===== config.mk =====
export PLATFORM = sky130hd
export DESIGN_NAME = dlc_dma_channel
export DESIGN_NICKNAME = d
export VERILOG_FILES = /design/src/rtl/dlc_dma_pkg.sv /design/src/rtl/dlc_unit_decode.sv /design/src/rtl/dlc_lane_shift.sv /design/src/rtl/dlc_dma_channel.sv
export SDC_FILE = /design/constraint.sdc
export NUM_CORES = 1
export LEC_CHECK = 0
export BUFFER_PORTS_ARGS = -buffer_cell sky130_fd_sc_hd__buf_2
export CORE_UTILIZATION = 40
export DETAILED_ROUTE_END_ITERATION = 8
export MAX_ROUTING_LAYER = met4
export PLACE_DENSITY_LB_ADDON = 0.3
export SYNTH_ARGS = -nofsm -noshare
export SYNTH_HDL_FRONTEND = slang
export SYNTH_SLANG_ARGS = --single-unit

===== constraint.sdc =====
create_clock -name clk -period 3.7 [get_ports clk]
set_clock_uncertainty 0.15 [all_clocks]
set_input_delay 0.74 -clock clk [delete_from_list [all_inputs] [get_ports clk]]
set_output_delay 0.74 -clock clk [all_outputs]
set_load 0.05 [all_outputs]

===== src/rtl/dlc_dma_pkg.sv =====
package dlc_dma_pkg;

   typedef enum logic [2:0] {
      ST_IDLE,
      ST_FETCH,
      ST_WAIT,
      ST_CHECK,
      ST_REQ,
      ST_RD,
      ST_WR,
      ST_NEXT
   } dlc_state_e;

   // register select values
   localparam logic [1:0] RA_DESC  = 2'd0;
   localparam logic [1:0] RA_CTRL  = 2'd1;
   localparam logic [1:0] RA_COUNT = 2'd2;

   // control/status bit positions
   localparam int CB_EN       = 0;
   localparam int CB_HALT     = 2;
   localparam int CB_TERM     = 3;
   localparam int CB_ADDR_ERR = 4;
   localparam int CB_D8       = 30;

   // command word bit positions
   localparam int MB_LINK     = 0;
   localparam int MB_IE       = 1;
   localparam int MB_UNIT_LO  = 8;
   localparam int MB_TGT_INC  = 22;
   localparam int MB_SRC_INC  = 23;

   // descriptor word indices
   localparam int DW_CMD   = 0;
   localparam int DW_SRC   = 1;
   localparam int DW_TGT   = 2;
   localparam int DW_COUNT = 3;
   localparam int DW_RTYPE = 5;

endpackage


===== src/rtl/dlc_unit_decode.sv =====
module dlc_unit_decode #(
   parameter int LANES = 4
) (
   input  logic [2:0] code,
   output logic       code_ok,
   output logic [7:0] unit_bytes,
   output logic [7:0] beat_bytes,
   output logic [7:0] beats_m1
);
   localparam int LSH = $clog2(LANES);

   always_comb begin
      code_ok = 1'b1;
      case (code)
         3'd0:    unit_bytes = 8'd4;
         3'd1:    unit_bytes = 8'd1;
         3'd2:    unit_bytes = 8'd2;
         3'd3:    unit_bytes = 8'd16;
         3'd4:    unit_bytes = 8'd32;
         3'd5:    unit_bytes = 8'd64;
         3'd6:    unit_bytes = 8'd128;
         default: begin
            unit_bytes = 8'd4;
            code_ok    = 1'b0;
         end
      endcase
   end

   always_comb begin
      if (unit_bytes < 8'(LANES)) begin
         beat_bytes = unit_bytes;
         beats_m1   = 8'd0;
      end else begin
         beat_bytes = 8'(LANES);
         beats_m1   = (unit_bytes >> LSH) - 8'd1;
      end
   end

endmodule


===== src/rtl/dlc_lane_shift.sv =====
module dlc_lane_shift #(
   parameter  int LANES = 4,
   localparam int LSH   = $clog2(LANES),
   localparam int DW    = 8 * LANES
) (
   input  logic [DW-1:0]    rdata,
   input  logic [LSH-1:0]   src_ofs,
   input  logic [LSH-1:0]   tgt_ofs,
   input  logic [7:0]       beat_bytes,
   output logic [DW-1:0]    wdata,
   output logic [LANES-1:0] be
);
   for (genvar j = 0; j < LANES; j++) begin : g_lane
      logic           in_beat;
      logic [LSH-1:0] from_lane;
      assign in_beat   = (j >= int'(tgt_ofs)) &&
                         (j < int'(tgt_ofs) + int'(beat_bytes));
      assign from_lane = LSH'(j - int'(tgt_ofs) + int'(src_ofs));
      assign be[j]           = in_beat;
      assign wdata[8*j +: 8] = rdata[8*from_lane +: 8];
   end

endmodule


===== src/rtl/dlc_dma_channel.sv =====
module dlc_dma_channel
   import dlc_dma_pkg::*;
#(
   parameter int          AW         = 32,
   parameter int          LANES      = 4,
   parameter int          CNT_W      = 24,
   parameter int          OFS_W      = 8,
   parameter int          OFS_SHIFT  = 4,
   parameter int          DESC_WORDS = 8,
   parameter logic [31:0] AUTO_RTYPE = 32'd8
) (
   input  logic               clk,
   input  logic               rst,
   input  logic               reg_we,
   input  logic [1:0]         reg_addr,
   input  logic [8*LANES-1:0] reg_wdata,
   output logic [8*LANES-1:0] reg_rdata,
   input  logic               doorbell,
   input  logic               per_req,
   output logic               mem_req,
   output logic               mem_we,
   output logic [AW-1:0]      mem_addr,
   output logic [8*LANES-1:0] mem_wdata,
   output logic [LANES-1:0]   mem_be,
   input  logic [8*LANES-1:0] mem_rdata,
   input  logic               mem_ready,
   output logic               irq
);
   localparam int DW     = 8 * LANES;
   localparam int LSH    = $clog2(LANES);
   localparam int WIDX_W = $clog2(DESC_WORDS);

   if (DW != 32 || AW != 32)
      $error("dlc_dma_channel: 32-bit data and address paths are required");
   if (CNT_W + OFS_W != DW)
      $error("dlc_dma_channel: count and offset fields must fill one word");
   if (DESC_WORDS < DW_RTYPE + 1 || (1 << WIDX_W) != DESC_WORDS)
      $error("dlc_dma_channel: descriptor length must be a power of two holding all fields");

   dlc_state_e        state_q;
   logic [AW-1:0]     base_q, cur_q, src_q, tgt_q;
   logic              dar_set_q, en_q, d8_q, halt_q, tt_q, ar_q, ie_q;
   logic              link_q, cmd_ie_q, sai_q, dai_q, auto_q;
   logic [2:0]        unit_q;
   logic [CNT_W-1:0]  cnt_q;
   logic [OFS_W-1:0]  ofs_q;
   logic [WIDX_W-1:0] widx_q;
   logic [7:0]        beat_q;
   logic [DW-1:0]     data_q;

   logic              code_ok;
   logic [7:0]        unit_bytes, beat_bytes, beats_m1;
   logic [DW-1:0]     shifted;
   logic [LANES-1:0]  lane_be;
   logic              busy, ctrl_wr, misaligned, cnt_load;
   logic [AW-1:0]     unit_mask, link_addr, word_mask;

   dlc_unit_decode #(.LANES(LANES)) u_dec (
      .code       (unit_q),
      .code_ok    (code_ok),
      .unit_bytes (unit_bytes),
      .beat_bytes (beat_bytes),
      .beats_m1   (beats_m1)
   );

   dlc_lane_shift #(.LANES(LANES)) u_shift (
      .rdata      (data_q),
      .src_ofs    (src_q[LSH-1:0]),
      .tgt_ofs    (tgt_q[LSH-1:0]),
      .beat_bytes (beat_bytes),
      .wdata      (shifted),
      .be         (lane_be)
   );

   assign busy       = (state_q != ST_IDLE);
   assign ctrl_wr    = reg_we && (reg_addr == RA_CTRL);
   assign unit_mask  = AW'(unit_bytes) - AW'(1);
   assign misaligned = |((src_q | tgt_q) & unit_mask);
   assign link_addr  = base_q + (AW'(ofs_q) << OFS_SHIFT);
   assign word_mask  = ~AW'(LANES - 1);
   assign cnt_load   = (state_q == ST_FETCH) && mem_ready &&
                       (widx_q == WIDX_W'(DW_COUNT));

   // memory master
   always_comb begin
      mem_req   = (state_q == ST_FETCH) || (state_q == ST_RD) || (state_q == ST_WR);
      mem_we    = (state_q == ST_WR);
      mem_wdata = shifted;
      mem_be    = (state_q == ST_WR) ? lane_be : '0;
      case (state_q)
         ST_FETCH: mem_addr = cur_q + (AW'(widx_q) << LSH);
         ST_RD:    mem_addr = src_q & word_mask;
         ST_WR:    mem_addr = tgt_q & word_mask;
         default:  mem_addr = '0;
      endcase
   end

   // register read
   always_comb begin
      reg_rdata = '0;
      case (reg_addr)
         RA_DESC:  reg_rdata = DW'(base_q);
         RA_CTRL: begin
            reg_rdata[CB_EN]       = en_q;
            reg_rdata[CB_HALT]     = halt_q;
            reg_rdata[CB_TERM]     = tt_q;
            reg_rdata[CB_ADDR_ERR] = ar_q;
            reg_rdata[CB_D8]       = d8_q;
         end
         RA_COUNT: reg_rdata = DW'(cnt_q);
         default:  reg_rdata = '0;
      endcase
   end

   assign irq = tt_q && ie_q;

   always_ff @(posedge clk) begin
      if (rst) begin
         state_q   <= ST_IDLE;
         base_q    <= '0;
         cur_q     <= '0;
         src_q     <= '0;
         tgt_q     <= '0;
         dar_set_q <= 1'b0;
         en_q      <= 1'b0;
         d8_q      <= 1'b0;
         halt_q    <= 1'b0;
         tt_q      <= 1'b0;
         ar_q      <= 1'b0;
         ie_q      <= 1'b0;
         link_q    <= 1'b0;
         cmd_ie_q  <= 1'b0;
         sai_q     <= 1'b0;
         dai_q     <= 1'b0;
         auto_q    <= 1'b0;
         unit_q    <= '0;
         cnt_q     <= '0;
         ofs_q     <= '0;
         widx_q    <= '0;
         beat_q    <= '0;
         data_q    <= '0;
      end else begin
         if (reg_we && reg_addr == RA_DESC) begin
            base_q    <= AW'(reg_wdata);
            dar_set_q <= 1'b1;
         end
         case (state_q)
            ST_IDLE: if (doorbell && dar_set_q) begin
               state_q   <= ST_FETCH;
               cur_q     <= base_q;
               widx_q    <= '0;
               dar_set_q <= 1'b0;
            end
            ST_FETCH: if (mem_ready) begin
               if (widx_q == WIDX_W'(DW_CMD)) begin
                  link_q   <= mem_rdata[MB_LINK];
                  cmd_ie_q <= mem_rdata[MB_IE];
                  unit_q   <= mem_rdata[MB_UNIT_LO +: 3];
                  sai_q    <= mem_rdata[MB_SRC_INC];
                  dai_q    <= mem_rdata[MB_TGT_INC];
               end
               if (widx_q == WIDX_W'(DW_SRC))   src_q <= AW'(mem_rdata);
               if (widx_q == WIDX_W'(DW_TGT))   tgt_q <= AW'(mem_rdata);
               if (widx_q == WIDX_W'(DW_COUNT)) begin
                  cnt_q <= mem_rdata[CNT_W-1:0];
                  ofs_q <= mem_rdata[DW-1 -: OFS_W];
               end
               if (widx_q == WIDX_W'(DW_RTYPE)) auto_q <= (mem_rdata == AUTO_RTYPE);
               if (widx_q == WIDX_W'(DESC_WORDS - 1)) state_q <= ST_WAIT;
               else widx_q <= widx_q + WIDX_W'(1);
            end
            ST_WAIT: if (en_q) state_q <= ST_CHECK;
            ST_CHECK: begin
               if (!code_ok || misaligned) begin
                  ar_q    <= 1'b1;
                  state_q <= ST_IDLE;
               end else if (cnt_q == '0) begin
                  state_q <= ST_NEXT;
               end else begin
                  state_q <= ST_REQ;
               end
            end
            ST_REQ: if (auto_q || per_req) begin
               beat_q  <= beats_m1;
               state_q <= ST_RD;
            end
            ST_RD: if (mem_ready) begin
               data_q  <= mem_rdata;
               state_q <= ST_WR;
            end
            ST_WR: if (mem_ready) begin
               if (sai_q) src_q <= src_q + AW'(beat_bytes);
               if (dai_q) tgt_q <= tgt_q + AW'(beat_bytes);
               if (beat_q == 8'd0) begin
                  cnt_q   <= cnt_q - CNT_W'(1);
                  state_q <= (cnt_q == CNT_W'(1)) ? ST_NEXT : ST_REQ;
               end else begin
                  beat_q  <= beat_q - 8'd1;
                  state_q <= ST_RD;
               end
            end
            ST_NEXT: begin
               if (link_q) begin
                  cur_q   <= link_addr;
                  widx_q  <= '0;
                  state_q <= ST_FETCH;
               end else begin
                  tt_q    <= 1'b1;
                  ie_q    <= cmd_ie_q;
                  state_q <= ST_IDLE;
               end
            end
            default: state_q <= ST_IDLE;
         endcase
         if (ctrl_wr) begin
            en_q   <= reg_wdata[CB_EN];
            d8_q   <= reg_wdata[CB_D8];
            halt_q <= (halt_q && reg_wdata[CB_HALT]) ||
                      (busy && !reg_wdata[CB_EN] && (|reg_wdata));
            tt_q   <= tt_q && reg_wdata[CB_TERM];
            ar_q   <= ar_q && reg_wdata[CB_ADDR_ERR];
            if (busy && !reg_wdata[CB_EN]) state_q <= ST_IDLE;
         end
      end
   end

endmodule


==> impl_metrics.csv <==
group,metric,value,unit
yosys,ys_seq_elements,221,
clocking,clkTransAtPathRegs,0.06,ns
job,drv_cap,0,
yosys,synthCells,1929,
finish,drive_gt1_share,19.0,%
finish,stdcell_area,0.0174,mm2
timing,tns,0,ns
yosys,synth_top_area_share,29.7,%
finish,final_cells,2556,
power_and_ir_drop,ir_drop,342,uV
routing,drc,0,
timing,fmax,0.272,GHz
timing,rsz0062_at_grt,"yes",
global_routing,grtUsageTotal,30.3,%
setup_path,crit_required,2.81,ns
setup_path,r2r_slack,0.39,ns
timing,whs,0.273,ns
setup_path,path_max_fanout,4,
floorplan,core,0.0366,mm2
yosys,yosys_warnings,0,
routing,vias_per_cell,6.18,
finish,layout.nets,2178,
yosys,synth_area_per_cell,7.72,um2
routing,vias,15800,
timing,slew_headroom,23.7,%
timing,maxSlewViolCount,0,
floorplan,die-area,0.0380,mm2
place,place.gp.congestion,0.958,
place,numPortBuffers,174,
setup_path,worst_setup_path_start_kind,"register",
global_routing,grt_pass1_wl,87.2,mm
timing,final_hold_viol_count,0,
clocking,root_buffer,"clkbuf_16",
clocking,ctsHoldBuffers,0,
place,place_inst,2495,
timing,min_period,3.68,ns
setup_path,end_kind,"output pin",
clocking,cts_tree,"built",
timing,post-route-period-util,99.5,%
timing,setup_violations,0,
finish,syn_to_final_growth,16.7,%
clocking,cts.sinks,221,
clocking,cts_buffer_depth,3,
routing,wl,57.9,mm
setup_path,crit_type,"register to output pin",
global_routing,antenna_found_initial,4,
finish,fillers,3687,
yosys,synth_edf_count,0,
yosys,ys.flop_type,"dfxtp_1",
finish,multi_input_area,0.00985,mm2
routing,wl_per_cell,22.7,um
yosys,async_flop_share,0,%
power_and_ir_drop,total_power,5.58,mW
global_routing,grt_max_degree,88,
global_routing,grt_pass1_vias,14300,
floorplan,die_w,195,um
timing,worstMarginPinSlew,1.14,ns
setup_path,worst-endpoint-arrival,2.79,ns
global_routing,overflow,0,
yosys,syn_area,0.0149,mm2
clocking,cts_inserted_buffers,28,
power_and_ir_drop,leakage,6.41,nW
yosys,seq_area_frac_synth,29.7,%
yosys,synth_top_cell_by_area,"dfxtp_1",
finish,seq_area,0.00444,mm2
yosys,synth_cell_types,100,
floorplan,row_count,70,
routing,drt_iter0_markers,1729,
floorplan,start_util,40.7,%
yosys,netlist_top_cells_area,"dfxtp_1 30%, nand2_1 8.0%, a21oi_1 6.2%, mux4_2 4.7%, nor2_1 4.0%",
power_and_ir_drop,power_density,321,mW/mm2
floorplan,io_pins,175,
place,placed_area,0.0163,mm2
clocking,insertion_delay,0.57,ns
hold_path,min_path_type,"input pin to register",
floorplan,die_h,195,um
run_status,status,"finished, final reports clean",
clocking,ctsHtreeMaxLevel,1,
place,hpwl,43.0,mm
routing,antenna_left,0,
routing,drtPass1Iterations,5,
## logic make-up (layout without fill, tap and decap cells)
| group | count (synthesis) | in the layout | synth area share (%) |
|---|---|---|---|
| xor+xnor | 65 | 65 | 3.82 |
| other cells | 1 | 12 | 0.0252 |
| mux | 74 | 74 | 7.70 |
| fa+ha+maj | 44 | 44 | 3.90 |
| compound gates | 545 | 545 | 23.8 |
| flops | 221 | 221 | 29.7 |
| buf+inv | 172 | 320 | 4.91 |
| simple gates | 807 | 807 | 26.1 |
## critical path, stage by stage (launching register included)
cell	delay (ns)
dfxtp_4	0.37
ha_4	0.14
fa_2	0.22
a21oi_2	0.10
or3_4	0.40
nor4_4	0.31
nand3_1	0.14
xor2_1	0.16
o21ai_1	0.19
buf_6	0.19
## placed cells by master, fill, tap and decap left out, types with 10 or more instances in the layout
| cell | n |
|---|---|
| o21ai_1 | 12 |
| or3_1 | 11 |
| xor2_1 | 20 |
| buf_2 | 159 |
| buf_4 | 62 |
| mux4_2 | 31 |
| and2_1 | 22 |
| ha_1 | 37 |
| o21ai_0 | 101 |
| inv_1 | 33 |
| a31oi_1 | 22 |
| nand2_1 | 316 |
| or4_1 | 10 |
| a211oi_1 | 29 |
| nand3_1 | 59 |
| o31ai_1 | 10 |
| xnor2_1 | 44 |
| clkbuf_16 | 28 |
| nand4_1 | 41 |
| and3_1 | 24 |
| dfxtp_1 | 212 |
| o22ai_1 | 15 |
| nor2_1 | 160 |
| a21o_1 | 19 |
| nor2b_1 | 19 |
| mux2i_1 | 40 |
| nor3_1 | 47 |
| a22oi_1 | 33 |
| a21oi_1 | 182 |
| nor4_1 | 38 |
| o211ai_1 | 15 |
## power by group
group,internal (mW),switching [mW]
clock,1.63,1.13
sequential,2.40,0.0340
combinational,0.113,0.269
## state kept, by name (all words and copies together) (netlist names), 3 cells and up
register and count:
cur_q 32, data_q 32, tgt_q 32, beat_q 8, unit_q 3, state_q 3, ofs_q 8, src_q 32
cnt_q 24, base_q 32, widx_q 3
## routing by layer
| layer | share of wire, % | up-vias | global-route usage, % |
|---|---|---|---|
| met5 | 0 | - | - |
| met4 | 4.5 | 0 | 13.2 |
| met3 | 8.3 | 137 | 5.04 |
| met2 | 45 | 774 | 46.7 |
| met1 | 42 | 7535 | 39.0 |
| li1 | - | 7353 | - |
## cell type report
type / count / area share, %
Timing Repair Buffer: 232 / 8.25
Clock buffer: 37 / 4.51
Antenna cell: 4 / 0.0576
Clock inverter: 15 / 0.835
Tap cell: 468 / 3.37
Sequential cell: 221 / 25.5
Inverter: 36 / 0.792
Multi-Input combinational cell: 1543 / 56.7
## synth_stat cells, types with 19 or more instances
cell type / count
inv_1: 33
and2_1: 22
nand3_1: 59
a31oi_1: 22
nor2_1: 160
nand4_1: 41
nand2_1: 316
a21oi_1: 185
clkbuf_1: 77
ha_1: 40
buf_2: 41
mux2i_1: 40
nor2b_1: 20
a211oi_1: 29
a21o_1: 19
xor2_1: 21
o21ai_0: 106
mux4_2: 31
dfxtp_1: 221
xnor2_1: 44
nor3_1: 48
nor4_1: 38
and3_1: 24
a22oi_1: 34
## through the flow
step / utilization, % / worst slack, ns
after floorplan: - / 0.109
after global placement: 44.5 / 0.369
after detailed placement: 44.5 / 0.332
after CTS: 47.1 / 0.00551
after global routing: 47.5 / -0.0639
final: 47.5 / 0.0198
## final timing paths
kind                  end           from  cells past startpoint
min            base_q[23]  reg_wdata[23]                      3
min reg2reg      cur_q[1]       cur_q[1]                      2
max          mem_addr[30]      widx_q[0]                      9
max reg2reg     tgt_q[25]      unit_q[2]                     11
## what timing repair did
action | CTS | global route
hold endpoints to repair | 0 | 0
resized for setup | 14 | 26
buffers inserted | 0 | 5
endpoints found under the setup margin | 25 | 30
pin swaps | 1 | 5
(Power assumes the default switching activity.)
